**config.mk**
```make
export PLATFORM = sky130hd
export DESIGN_NAME = excl_monitor
export DESIGN_NICKNAME = d
export VERILOG_FILES = /design/src/rtl/excl_mon_pkg.sv /design/src/rtl/excl_tag_unit.sv /design/src/rtl/excl_wr_fmt.sv /design/src/rtl/excl_rd_fmt.sv /design/src/rtl/excl_monitor.sv
export SDC_FILE = /design/constraint.sdc
export NUM_CORES = 1
export LEC_CHECK = 0
export ABC_AREA = 1
export BUFFER_PORTS_ARGS = -buffer_cell sky130_fd_sc_hd__buf_2
export CAP_MARGIN = 5
export CORE_MARGIN = 2
export CORE_UTILIZATION = 43
export CTS_BUF_LIST = sky130_fd_sc_hd__clkbuf_8 sky130_fd_sc_hd__clkbuf_16
export DETAILED_ROUTE_END_ITERATION = 8
export GPL_ROUTABILITY_DRIVEN = 0
export PLACE_DENSITY = 0.77
export SLEW_MARGIN = 40
export SYNTH_ARGS = -nofsm -noshare
export SYNTH_HDL_FRONTEND = slang
export SYNTH_SLANG_ARGS = --single-unit
```
**constraint.sdc**
```tcl
create_clock -name clk -period 2.2 [get_ports clk]
set_clock_uncertainty 0.15 [all_clocks]
set_input_delay 0.44 -clock clk [delete_from_list [all_inputs] [get_ports clk]]
set_output_delay 0.44 -clock clk [all_outputs]
set_load 0.01 [all_outputs]
```
**src/rtl/excl_mon_pkg.sv**
```systemverilog
package excl_mon_pkg;

    localparam int WORD_W  = 32;
    localparam int LANES   = 2;
    localparam int BUS_W   = WORD_W * LANES;
    localparam int BE_W    = BUS_W / 8;

    typedef enum logic [1:0] {
        OP_LOAD  = 2'd0,
        OP_STORE = 2'd1,
        OP_CLEAR = 2'd2,
        OP_RSVD  = 2'd3
    } excl_op_e;

    typedef enum logic [1:0] {
        SZ_BYTE  = 2'd0,
        SZ_HALF  = 2'd1,
        SZ_WORD  = 2'd2,
        SZ_DWORD = 2'd3
    } excl_size_e;

endpackage

```
**src/rtl/excl_tag_unit.sv**
```systemverilog
module excl_tag_unit
    import excl_mon_pkg::*;
#(
    parameter int AW = 32
) (
    input  logic          clk,
    input  logic          rst_n,
    input  logic          load_req,
    input  logic          drop_req,
    input  logic [AW-1:0] req_addr,
    input  logic [1:0]    req_size,
    input  logic          inval_valid,
    input  logic [AW-1:0] inval_addr,
    output logic          permit
);
    localparam int WAW = AW - 2;

    typedef struct packed {
        logic          valid;
        logic [AW-1:0] addr;
        logic [1:0]    size;
    } tag_t;

    tag_t           tag_d, tag_q;
    logic [WAW-1:0] tag_word;
    logic [WAW-1:0] inv_word;
    logic           inval_hit;
    logic           exact_match;

    always_comb begin
        tag_word    = tag_q.addr[AW-1:2];
        inv_word    = inval_addr[AW-1:2];
        inval_hit   = inval_valid && tag_q.valid &&
                      ((inv_word == tag_word) ||
                       ((tag_q.size == SZ_DWORD) && (inv_word == tag_word + WAW'(1))));
        exact_match = tag_q.valid && (tag_q.addr == req_addr) && (tag_q.size == req_size);
        permit      = exact_match && !inval_hit;

        tag_d = tag_q;
        if (inval_hit || drop_req) begin
            tag_d.valid = 1'b0;
        end
        if (load_req) begin
            tag_d.valid = 1'b1;
            tag_d.addr  = req_addr;
            tag_d.size  = req_size;
        end
    end

    always_ff @(posedge clk) begin
        if (!rst_n) begin
            tag_q <= '0;
        end else begin
            tag_q <= tag_d;
        end
    end

endmodule

```
**src/rtl/excl_wr_fmt.sv**
```systemverilog
module excl_wr_fmt
    import excl_mon_pkg::*;
(
    input  logic [1:0]       size,
    input  logic [1:0]       addr_lo,
    input  logic [BUS_W-1:0] wdata,
    output logic [BUS_W-1:0] lane_data,
    output logic [BE_W-1:0]  lane_be,
    output logic [LANES-1:0] lane_we
);
    always_comb begin
        lane_data = '0;
        lane_be   = '0;
        lane_we   = 2'b01;
        unique case (excl_size_e'(size))
            SZ_BYTE: begin
                lane_data[WORD_W-1:0] = {4{wdata[7:0]}};
                lane_be[3:0]          = 4'b0001 << addr_lo;
            end
            SZ_HALF: begin
                lane_data[WORD_W-1:0] = {2{wdata[15:0]}};
                lane_be[3:0]          = addr_lo[1] ? 4'b1100 : 4'b0011;
            end
            SZ_WORD: begin
                lane_data[WORD_W-1:0] = wdata[WORD_W-1:0];
                lane_be[3:0]          = 4'b1111;
            end
            default: begin
                lane_data = wdata;
                lane_be   = '1;
                lane_we   = 2'b11;
            end
        endcase
    end

endmodule

```
**src/rtl/excl_rd_fmt.sv**
```systemverilog
module excl_rd_fmt
    import excl_mon_pkg::*;
(
    input  logic [1:0]       size,
    input  logic [1:0]       addr_lo,
    input  logic [BUS_W-1:0] rd_data,
    output logic [BUS_W-1:0] ld_data
);
    always_comb begin
        ld_data = '0;
        unique case (excl_size_e'(size))
            SZ_BYTE:  ld_data[7:0]        = rd_data[{addr_lo, 3'b000} +: 8];
            SZ_HALF:  ld_data[15:0]       = rd_data[{addr_lo[1], 4'b0000} +: 16];
            SZ_WORD:  ld_data[WORD_W-1:0] = rd_data[WORD_W-1:0];
            default:  ld_data             = rd_data;
        endcase
    end

endmodule

```
**src/rtl/excl_monitor.sv**
```systemverilog
module excl_monitor
    import excl_mon_pkg::*;
#(
    parameter int AW = 32
) (
    input  logic          clk,
    input  logic          rst_n,
    input  logic          req_valid,
    input  logic [1:0]    req_op,
    input  logic [1:0]    req_size,
    input  logic [AW-1:0] req_addr,
    input  logic [63:0]   req_wdata,
    input  logic [63:0]   mem_rd_data,
    input  logic          inval_valid,
    input  logic [AW-1:0] inval_addr,
    output logic          resp_valid,
    output logic          resp_status,
    output logic [63:0]   resp_data,
    output logic [1:0]    mem_we,
    output logic [AW-1:0] mem_addr,
    output logic [7:0]    mem_be,
    output logic [63:0]   mem_wdata
);
    typedef struct packed {
        logic             resp_valid;
        logic             resp_status;
        logic [BUS_W-1:0] resp_data;
        logic [LANES-1:0] mem_we;
        logic [AW-1:0]    mem_addr;
        logic [BE_W-1:0]  mem_be;
        logic [BUS_W-1:0] mem_wdata;
    } out_t;

    out_t             out_d, out_q;
    excl_op_e         op;
    logic             is_load, is_store, is_clear;
    logic             permit;
    logic [BUS_W-1:0] ld_data;
    logic [BUS_W-1:0] lane_data;
    logic [BE_W-1:0]  lane_be;
    logic [LANES-1:0] lane_we;

    always_comb begin
        op       = excl_op_e'(req_op);
        is_load  = req_valid && (op == OP_LOAD);
        is_store = req_valid && (op == OP_STORE);
        is_clear = req_valid && (op == OP_CLEAR);
    end

    excl_tag_unit #(.AW(AW)) u_tag (
        .clk         (clk),
        .rst_n       (rst_n),
        .load_req    (is_load),
        .drop_req    (is_store || is_clear),
        .req_addr    (req_addr),
        .req_size    (req_size),
        .inval_valid (inval_valid),
        .inval_addr  (inval_addr),
        .permit      (permit)
    );

    excl_rd_fmt u_rd (
        .size    (req_size),
        .addr_lo (req_addr[1:0]),
        .rd_data (mem_rd_data),
        .ld_data (ld_data)
    );

    excl_wr_fmt u_wr (
        .size      (req_size),
        .addr_lo   (req_addr[1:0]),
        .wdata     (req_wdata),
        .lane_data (lane_data),
        .lane_be   (lane_be),
        .lane_we   (lane_we)
    );

    always_comb begin
        out_d = '0;
        if (is_load) begin
            out_d.resp_valid = 1'b1;
            out_d.resp_data  = ld_data;
        end
        if (is_store) begin
            out_d.resp_valid   = 1'b1;
            out_d.resp_status  = !permit;
            out_d.resp_data[0] = !permit;
            if (permit) begin
                out_d.mem_we    = lane_we;
                out_d.mem_addr  = {req_addr[AW-1:2], 2'b00};
                out_d.mem_be    = lane_be;
                out_d.mem_wdata = lane_data;
            end
        end
    end

    always_ff @(posedge clk) begin
        if (!rst_n) begin
            out_q <= '0;
        end else begin
            out_q <= out_d;
        end
    end

    assign resp_valid  = out_q.resp_valid;
    assign resp_status = out_q.resp_status;
    assign resp_data   = out_q.resp_data;
    assign mem_we      = out_q.mem_we;
    assign mem_addr    = out_q.mem_addr;
    assign mem_be      = out_q.mem_be;
    assign mem_wdata   = out_q.mem_wdata;

endmodule

```
==> results of run 1 <==
## cells in the mapped netlist, types with 3 or more instances
master and n:
nand2_1 213, nor2_1 207, inv_1 202, dfxtp_1 201, o21ai_0 74, a21oi_1 59, nand3_1 32, clkbuf_1 29
nand4_1 24, xor2_1 19, xnor2_1 15, buf_2 9, o22ai_1 8, buf_4 7, nor4_1 7, ha_1 5
inv_2 5, nand2_2 5, nor2_2 5, nor3_1 5, a31oi_1 4, o221ai_1 3
## worst max-delay path: stages (launching register included)
cell and delay (ns):
dfxtp_4 0.36, ha_4 0.17, inv_4 0.07, nor2_4 0.05
buf_4 0.13, buf_4 0.12, buf_4 0.12, nand4_1 0.08
nand2_1 0.05, nand2_1 0.06, nand2_1 0.05, nor2_1 0.09
nand2_1 0.07, nor2_2 0.11, nand3_2 0.07, nand2_2 0.11
nand2_4 0.07, nand3_4 0.13, buf_6 0.13, buf_16 0.12
nor2_1 0.04
## sequential cells by signal, indices dropped and copies added, names as in the netlist
register and cells:
resp_valid 1, mem_we 1, resp_data 64, mem_wdata 64, u_tag.tag_q 35, resp_status 1, mem_be 5, mem_addr 30
## power groups by stage
stage / Sequential (mW) / Combinational [mW] / Clock [mW]
after floorplan: 3.81 / 0.417 / 0
after global placement: 3.81 / 0.876 / 0
after detailed placement: 3.81 / 0.891 / 0
after CTS: 3.73 / 0.996 / 3.88
after global routing: 3.74 / 1.13 / 4.07
final: 3.74 / 1.03 / 3.86
## layout by cell type (no fill, tap or decap), drive strengths merged
| cell | n |
|---|---|
| diode | 2 |
| o211ai | 1 |
| o2111ai | 2 |
| buf | 494 |
| o221ai | 3 |
| nor4 | 7 |
| or2 | 2 |
| dfxtp | 201 |
| bufinv | 2 |
| nand2 | 218 |
| a22o | 2 |
| a31oi | 4 |
| nand3b | 1 |
| xor2 | 19 |
| o21ai | 76 |
| o22ai | 8 |
| nor2 | 214 |
| nand4 | 24 |
| a21oi | 59 |
| ha | 5 |
| nand3 | 34 |
| inv | 214 |
| a211oi | 1 |
| xnor2 | 15 |
| nor3 | 5 |
| o21bai | 1 |
| clkinv | 4 |
| dlygate4sd3 | 63 |
| a221oi | 2 |
| clkbuf | 27 |
| conb | 2 |
| and2 | 2 |
## worst paths after layout
check                  startpoint         endpoint  cells past startpoint
setup reg to reg   u_tag.tag_q[4]    mem_wdata[25]                     20
setup / recovery   u_tag.tag_q[4]    mem_wdata[25]                     20
hold reg to reg   u_tag.tag_q[34]  u_tag.tag_q[34]                      2
hold / removal      req_wdata[43]    mem_wdata[43]                      3
## per-stage QoR
stage	cell area [um^2]	setup WS [ns]	hold WS, ns	power, mW	TNS, ns
3_5_place_dp	11200	-0.322	0.338	4.70	-30.29
6_report	12900	-0.282	0.00653	8.63	-24.67
3_3_place_gp	11200	-0.251	0.335	4.69	-23.29
2_1_floorplan	8380	0.00158	0.307	4.23	0
5_1_grt	12900	-0.468	0.00743	8.94	-43.21
4_1_cts	12900	-0.201	0.00306	8.61	-16.96
## per-layer routing
layer  vias up  GRT usage  wire length [um]
li1       4641          -                 -
met1      4384      0.338             12300
met2       529      0.508             15200
met3       128     0.0823              3020
met4         0      0.162              1860
met5         -          0                 0
## cell families (layout without fill, tap and decap cells)
| family | after synthesis | in the layout | synth area share |
|---|---|---|---|
| buffers and inverters | 256 | 804 | 0.121 |
| other | 1 | 4 | 0.000449 |
| xor gates and xnor gates | 34 | 34 | 0.0357 |
| DFF | 201 | 201 | 0.482 |
| and+or+nand+nor | 507 | 507 | 0.251 |
| adders and majority gates | 5 | 5 | 0.00750 |
| AOI/OAI and AO/OA | 159 | 159 | 0.102 |
## what timing repair did
| item | in CTS | in global routing |
|---|---|---|
| gates cloned | 4 | 0 |
| buffers inserted | 11 | 4 |
| pin swaps | 3 | 6 |
| hold buffers | 63 | 0 |
| hold endpoints to repair | 63 | 0 |
| setup endpoints to repair | 103 | 103 |
| resized for setup | 34 | 27 |
## area by class of cell
type	instances	area (um^2)
multi-input combinational	707	3480
inverter	207	779
sequential	201	4040
fill	1482	6020
tap	260	325
timing repair buffer	557	3480
clock inverter	13	131
clock buffer	27	631
antenna	2	5.00
==> impl_metrics.env, run 1 <==
export IMPL_cts_root_buf="clkbuf_16"
export IMPL_hold_class="in -> reg"
export IMPL_yosysWarnings=0
export IMPL_drv_slew=0
export IMPL_syn_avg_cell_area_um2=7.18
export IMPL_grt_usage=0.298
export IMPL_wl_per_cell_um=16.4
export IMPL_seqPwrFrac=0.433
export IMPL_p_leak_nw=7.07
export IMPL_clockBufferDepth=3
export IMPL_cts_tree="yes"
export IMPL_powerDensity_nw_per_um2=671
export IMPL_synth_top_area_frac=0.482
export IMPL_worstMarginPinSlew_ns=0.656
export IMPL_die_h_um=143
export IMPL_synth_seq_cells=201
export IMPL_arrival_ns=2.74
export IMPL_clk_latency_ns=0.52
export IMPL_path_clk_slew_ns=0.06
export IMPL_core_um2=18900
export IMPL_ys_seq_area_frac=0.482
export IMPL_reg2reg_slack_ns=-0.28
export IMPL_place_inst=1856
export IMPL_grt_max_degree=69
export IMPL_drt_pass1_iterations=5
export IMPL_worst_setup_path_end_kind="flop"
export IMPL_final_cells=1974
export IMPL_cp_data_required_time_ns=2.46
export IMPL_rsz0062_at_grt="true"
export IMPL_p_sw_frac=0.251
export IMPL_violations="negative setup slack"
export IMPL_critPathLaunchType="flop"
export IMPL_synth_area_leader_cell="dfxtp_1"
export IMPL_setup_viol=103
export IMPL_vdd_drop_max_mv=0.500
export IMPL_cts_sinks=201
export IMPL_netlist_top_cells_area="dfxtp_1 48%, nand2_1 9.6%, nor2_1 9.3%"
export IMPL_die_x_um=143
export IMPL_via_per_inst=4.90
export IMPL_dpl_hpwl_mm=22.4
export IMPL_outcome="complete, but fails checks"
export IMPL_drt_total_wl_mm=32.4
export IMPL_dr_first_iter_drc_count=486
export IMPL_htree_levels=1
export IMPL_worstSetupPathType="reg -> reg"
export IMPL_route_detailed_drc=0
export IMPL_ant_nets=0
export IMPL_nets=1902
export IMPL_critical_path_peak_fanout=7
export IMPL_layout_setup_ws_ns=-0.282
export IMPL_io_buffers=367
export IMPL_die_area_um2=20500
export IMPL_fin_util=0.681
export IMPL_numCtsBuffers=23
export IMPL_internal_power_mw=6.46
export IMPL_fin_crit_ns=2.48
export IMPL_antenna_found_initial=1
export IMPL_postSynthCellCount=1163
export IMPL_fmax_ghz=0.403
export IMPL_grt_first_pass_wirelength_mm=47.8
export IMPL_syn2layout_area_growth_pct=54.2
export IMPL_max_slew_margin=0.563
export IMPL_fp_row_count=50
export IMPL_p_sw_mw=2.17
export IMPL_async_flop_share=0
export IMPL_combPwrFrac=0.120
export IMPL_synth_cell_area_um2=8350
export IMPL_grt_ovfl_total=0
export IMPL_synthFlopType="dfxtp_1"
export IMPL_drive_gt1_frac=0.346
export IMPL_finalCritPeriodShare=1.13
export IMPL_ios=372
export IMPL_synth_edf_count=0
export IMPL_yosys_cell_types_count=37
export IMPL_drv_cap=0
export IMPL_first_global_vias=9525
export IMPL_num_vias=9682
export IMPL_start_util=0.442
export IMPL_clkPwrFrac=0.447
export IMPL_hold_viol=0
(Power assumes the default switching activity.)
==> inputs of run 2 (changes only) <==
Settings changed: HOLD_SLACK_MARGIN set to 0.05.
==> run 2 against run 1 <==
Net effect:
- the run still ends with negative setup slack left
- first-iteration DRC count rose by 41%
- worst setup slack lost 0.026 ns
- critical path depth unchanged
- combinational power grew 11%
- worst hold slack gained 0.069 ns
- maximum frequency shrank 1.1%
- core utilization up 3.4 points
- largest cell class is now non-clock buffers
==> impl_metrics.env, run 2 (synthesized netlist as in run 1, its figures left out) <==
export IMPL_outcome="complete, but fails checks"
export IMPL_violations="negative setup slack"
export IMPL_p_sw_frac=0.254
export IMPL_setup_tns_ns=-26.11
export IMPL_fin_crit_ns=2.51
export IMPL_layout_common_cells="367 x buf_2, 211 x nand2_1, 206 x inv_1, 195 x dfxtp_1, 187 x nor2_1"
export IMPL_drv_slew=0
export IMPL_grt_max_degree=69
export IMPL_fin_util=0.716
export IMPL_worstMarginPinSlew_ns=0.633
export IMPL_cp_data_required_time_ns=2.50
export IMPL_die_x_um=143
export IMPL_cts_sinks=201
export IMPL_die_area_um2=20500
export IMPL_clk_latency_ns=0.51
export IMPL_numCtsBuffers=23
export IMPL_htree_levels=1
export IMPL_grt_first_pass_wirelength_mm=52.7
export IMPL_route_detailed_drc=0
export IMPL_final_common_cell="buf_2"
export IMPL_wl_per_cell_um=17.3
export IMPL_worst_setup_path_end_kind="flop"
export IMPL_fp_row_count=50
export IMPL_core_um2=18900
export IMPL_via_per_inst=4.99
export IMPL_clockBufferDepth=3
export IMPL_start_util=0.442
export IMPL_setup_viol=103
export IMPL_fmax_ghz=0.399
export IMPL_cts_root_buf="clkbuf_16"
export IMPL_place_ws_ns=-0.322
export IMPL_ant_nets=0
export IMPL_dpl_hpwl_mm=22.4
export IMPL_dr_first_iter_drc_count=685
export IMPL_rsz0062_at_grt="true"
export IMPL_path_clk_slew_ns=0.06
export IMPL_grt_ovfl_total=0
export IMPL_grt_usage=0.329
export IMPL_die_h_um=143
export IMPL_cts_tree="yes"
export IMPL_powerDensity_nw_per_um2=648
export IMPL_regToRegStartpoint="u_tag.tag_q[5]"
export IMPL_critPathLaunchType="flop"
export IMPL_hold_class="in -> reg"
export IMPL_layout_setup_ws_ns=-0.308
export IMPL_drv_cap=0
export IMPL_internal_power_mw=6.54
export IMPL_max_slew_margin=0.578
export IMPL_vdd_drop_max_mv=0.575
export IMPL_clkPwrFrac=0.444
export IMPL_drt_pass1_iterations=5
export IMPL_p_leak_nw=7.35
export IMPL_reg2reg_slack_ns=-0.31
export IMPL_nets=1965
export IMPL_cp_endpoint="mem_wdata[7]"
export IMPL_ios=372
export IMPL_io_buffers=367
export IMPL_ff2ff_path_depth=20
export IMPL_finalCritPeriodShare=1.14
export IMPL_drt_total_wl_mm=35.3
export IMPL_syn2layout_area_growth_pct=62.0
export IMPL_worstSetupPathType="reg -> reg"
export IMPL_antenna_found_initial=1
export IMPL_cp_startpoint="u_tag.tag_q[5]"
export IMPL_seqPwrFrac=0.426
export IMPL_critical_path_peak_fanout=7
export IMPL_hold_viol=0
export IMPL_arrival_ns=2.80
export IMPL_p_sw_mw=2.23
export IMPL_drive_gt1_frac=0.331
export IMPL_worstReg2RegEnd="mem_wdata[7]"
export IMPL_num_vias=10200
export IMPL_first_global_vias=10300
export IMPL_combPwrFrac=0.130
-- run 2: through the flow --
| step | hold WS, ns | instance area, um^2 | total power [mW] | cells |
|---|---|---|---|---|
| after floorplan | 0.307 | 8380 | 4.23 | 1164 |
| after global placement | 0.335 | 11200 | 4.69 | 1856 |
| after detailed placement | 0.338 | 11200 | 4.70 | 1856 |
| after CTS | 0.0505 | 13500 | 8.70 | 2035 |
| after global routing | 0.0669 | 13500 | 9.03 | 2036 |
| final | 0.0756 | 13500 | 8.77 | 2039 |
-- run 2: power by group through the flow --
stage / combinational [mW] / clock (mW) / sequential (mW)
after floorplan: 0.417 / 0 / 3.81
after global placement: 0.876 / 0 / 3.81
after detailed placement: 0.891 / 0 / 3.81
after CTS: 1.08 / 3.88 / 3.73
after global routing: 1.24 / 4.06 / 3.74
final: 1.14 / 3.89 / 3.74
-- run 2: metal layers --
layer	GRT usage	wire, um	vias to the layer above
met5	0	0	-
li1	-	-	4774
met2	0.565	16900	651
met4	0.195	2110	0
met3	0.101	3670	165
met1	0.357	12600	4594
-- run 2: final cells by class --
class | instances | area (um^2)
diodes | 4 | 10.0
clock buffers | 27 | 631
flip-flops and latches | 201 | 4040
repair buffers | 620 | 4140
well taps | 260 | 325
multi-input cells | 707 | 3470
clock inverters | 13 | 131
fillers | 1353 | 5370
inverters | 207 | 779
-- run 2: worst max-delay path, stage by stage (launching register included) --
cell     delay [ns]
dfxtp_4        0.37
ha_4           0.16
inv_4          0.04
nor2_4         0.17
buf_4          0.14
buf_4          0.10
buf_4          0.09
nand4_1        0.08
nand2_1        0.08
nand2_1        0.05
nand2_1        0.05
nor2_1         0.04
nand2_1        0.06
nor2_2         0.04
nand3_2        0.06
nand2_2        0.08
nand2_4        0.10
nand3_4        0.14
buf_6          0.17
buf_16         0.13
nor2_1         0.11
-- run 2: repair_timing --
| item | CTS | global route |
|---|---|---|
| setup buffers | 11 | 4 |
| gates cloned | 4 | 0 |
| hold endpoints to repair | 125 | 0 |
| setup endpoints to repair | 103 | 135 |
| pin swaps | 3 | 8 |
| hold buffers | 124 | 0 |
| resized for setup | 34 | 20 |
-- run 2: how the worst min path moves through the flow --
| stage | from | end | slack, ns | cells past startpoint |
|---|---|---|---|---|
| 3_5_place_dp | u_tag.tag_q[34] | u_tag.tag_q[34] | 0.34 | 2 |
| 2_1_floorplan | u_tag.tag_q[34] | u_tag.tag_q[34] | 0.31 | 2 |
| 5_1_grt | req_wdata[8] | mem_wdata[8] | 0.07 | 3 |
| 6_report | req_addr[13] | mem_addr[13] | 0.08 | 3 |
| 4_1_cts | req_wdata[0] | mem_wdata[0] | 0.05 | 3 |
| 3_3_place_gp | u_tag.tag_q[34] | u_tag.tag_q[34] | 0.33 | 2 |
==> inputs of run 3 (changes only) <==
Settings changed: CORE_ASPECT_RATIO set to 0.75, CTS_CLUSTER_SIZE set to 14, SKIP_LAST_GASP set to 1.
==> run 3 against run 2 <==
Net effect:
- the run still ends with negative setup slack left
- first-iteration DRC count rose by 47%
- worst setup slack got worse by 0.043 ns
- maximum frequency fell by 1.7%
- routed wire length grew 1.1%
- final area rose by 1.3%
- via count rose by 0.41%
- worst hold slack lost 0.0088 ns
- critical path type unchanged
- register-to-register slack worse by 0.04 ns
- critical endpoint is now mem_wdata[20]
==> impl_metrics.env, run 3 (synthesized netlist as in run 1, its figures left out) <==
export IMPL_outcome="complete, but fails checks"
export IMPL_violations="negative setup slack"
export IMPL_fmax_ghz=0.392
export IMPL_cp_slowest_cell="dfxtp_1"
export IMPL_drive_gt1_frac=0.360
export IMPL_die_x_um=165
export IMPL_dpl_hpwl_mm=22.7
export IMPL_worstSetupPathType="reg -> reg"
export IMPL_ios=372
export IMPL_nets=1963
export IMPL_worstHoldStart="req_addr[13]"
export IMPL_critical_path_peak_fanout=7
export IMPL_clk_latency_ns=0.50
export IMPL_start_util=0.434
export IMPL_die_h_um=125
export IMPL_path_clk_slew_ns=0.07
export IMPL_cts_sinks=201
export IMPL_regToRegStartpoint="u_tag.tag_q[21]"
export IMPL_hold_class="in -> reg"
export IMPL_critPathLaunchType="flop"
export IMPL_io_buffers=367
export IMPL_cts_tree="yes"
export IMPL_ant_nets=0
export IMPL_place_inst=1862
export IMPL_worst_setup_path_end_kind="flop"
export IMPL_htree_levels=1
export IMPL_power_mw=8.43
export IMPL_cts_root_buf="clkbuf_16"
export IMPL_layout_common_cells="367 x buf_2, 207 x nand2_1, 200 x inv_1, 191 x dfxtp_1, 169 x nor2_1"
export IMPL_cpPeakStageDelay_ns=0.42
export IMPL_core_um2=19200
export IMPL_drt_total_wl_mm=35.7
export IMPL_powerDensity_nw_per_um2=615
export IMPL_finalCritPeriodShare=1.16
export IMPL_vdd_drop_max_mv=0.756
export IMPL_crit_chain="buf_4 > o22ai_1 > nor2_1 > nand4_1 > nor4_4 > buf_4 > nand3_2 > nor2_2 > buf_6 > nand3_4 > buf_12 > buf_16 > nor2_1"
export IMPL_grt_ovfl_total=0
export IMPL_drv_slew=0
export IMPL_setup_viol=103
export IMPL_grt_usage=0.323
export IMPL_route_detailed_drc=0
export IMPL_die_area_um2=20600
export IMPL_num_vias=10200
export IMPL_p_leak_nw=7.42
export IMPL_fin_area_um2=13700
export IMPL_numCtsBuffers=21
export IMPL_worstMarginPinSlew_ns=0.641
export IMPL_place_ws_ns=-0.391
export IMPL_final_cells=2029
export IMPL_rsz0062_at_grt="true"
export IMPL_wl_per_cell_um=17.6
export IMPL_drv_cap=0
export IMPL_cp_startpoint="u_tag.tag_q[21]"
export IMPL_grt_first_pass_wirelength_mm=51.7
export IMPL_fin_util=0.713
export IMPL_final_common_cell="buf_2"
export IMPL_dpl_cell_area_um2=11300
export IMPL_via_per_inst=5.04
export IMPL_cp_data_required_time_ns=2.48
export IMPL_max_slew_margin=0.572
export IMPL_syn2layout_area_growth_pct=64.1
export IMPL_fp_row_count=44
export IMPL_dr_first_iter_drc_count=1004
export IMPL_clockBufferDepth=3
export IMPL_layout_setup_ws_ns=-0.352
export IMPL_arrival_ns=2.83
export IMPL_antenna_found_initial=3
export IMPL_hold_viol=0
export IMPL_first_global_vias=9946
export IMPL_drt_pass1_iterations=7
export IMPL_fin_crit_ns=2.55
export IMPL_grt_max_degree=69
==> run 3: layout make-up <==
cell class              count  area (um^2)
diodes                      4         10.0
multi-input cells         708         3580
repair buffers            619         4280
fillers                  1396         5510
well taps                 253          317
clock inverters             9         66.3
flip-flops and latches    201         4040
clock buffers              28          622
inverters                 207          782
==> run 3: what timing repair did <==
action | CTS | global route
gates cloned | 5 | 5
setup endpoints to repair | 103 | 108
buffers inserted | 8 | 5
resized for setup | 27 | 67
pin swaps | 5 | 23
endpoints found under the hold margin | 106 | 0
hold buffers | 105 | 0
==> run 3: report_power, final <==
group | switching [mW] | internal, mW | leakage, nW
registers | 0.0462 | 3.69 | 1.63
logic | 0.598 | 0.561 | 5.45
clock network | 1.54 | 2.00 | 0.338
total | 2.18 | 6.25 | 7.42
==> run 3: final timing paths <==
| check | cells past startpoint | end | slack (ns) |
|---|---|---|---|
| worst max-delay path | 13 | mem_wdata[20] | -0.35 |
| worst min-delay path | 3 | mem_addr[13] | 0.07 |
| worst max register to register | 13 | mem_wdata[20] | -0.35 |
| worst min register to register | 2 | u_tag.tag_q[34] | 0.34 |
==> run 3: worst max-delay path: cells and delay by family (launching register included) <==
family / cells / cell delay, ns
AOI/OAI and AO/OA: 1 / 0.08
and+or+nand+nor: 7 / 1.05
DFF: 1 / 0.42
buffers and inverters: 5 / 0.75
==> run 3: stage by stage <==
stage	setup TNS, ns	hold WS (ns)
after floorplan	0	0.307
after global placement	-30.60	0.320
after detailed placement	-33.71	0.335
after CTS	-25.65	0.0500
after global routing	-46.61	0.0642
final	-32.55	0.0668
==> run 3: metal layers <==
metal	wire length, um	vias to the layer above	global-route usage
met5	0	-	0
met3	3800	141	0.0882
li1	-	4764	-
met1	13900	4666	0.390
met2	16400	655	0.537
met4	1540	0	0.145
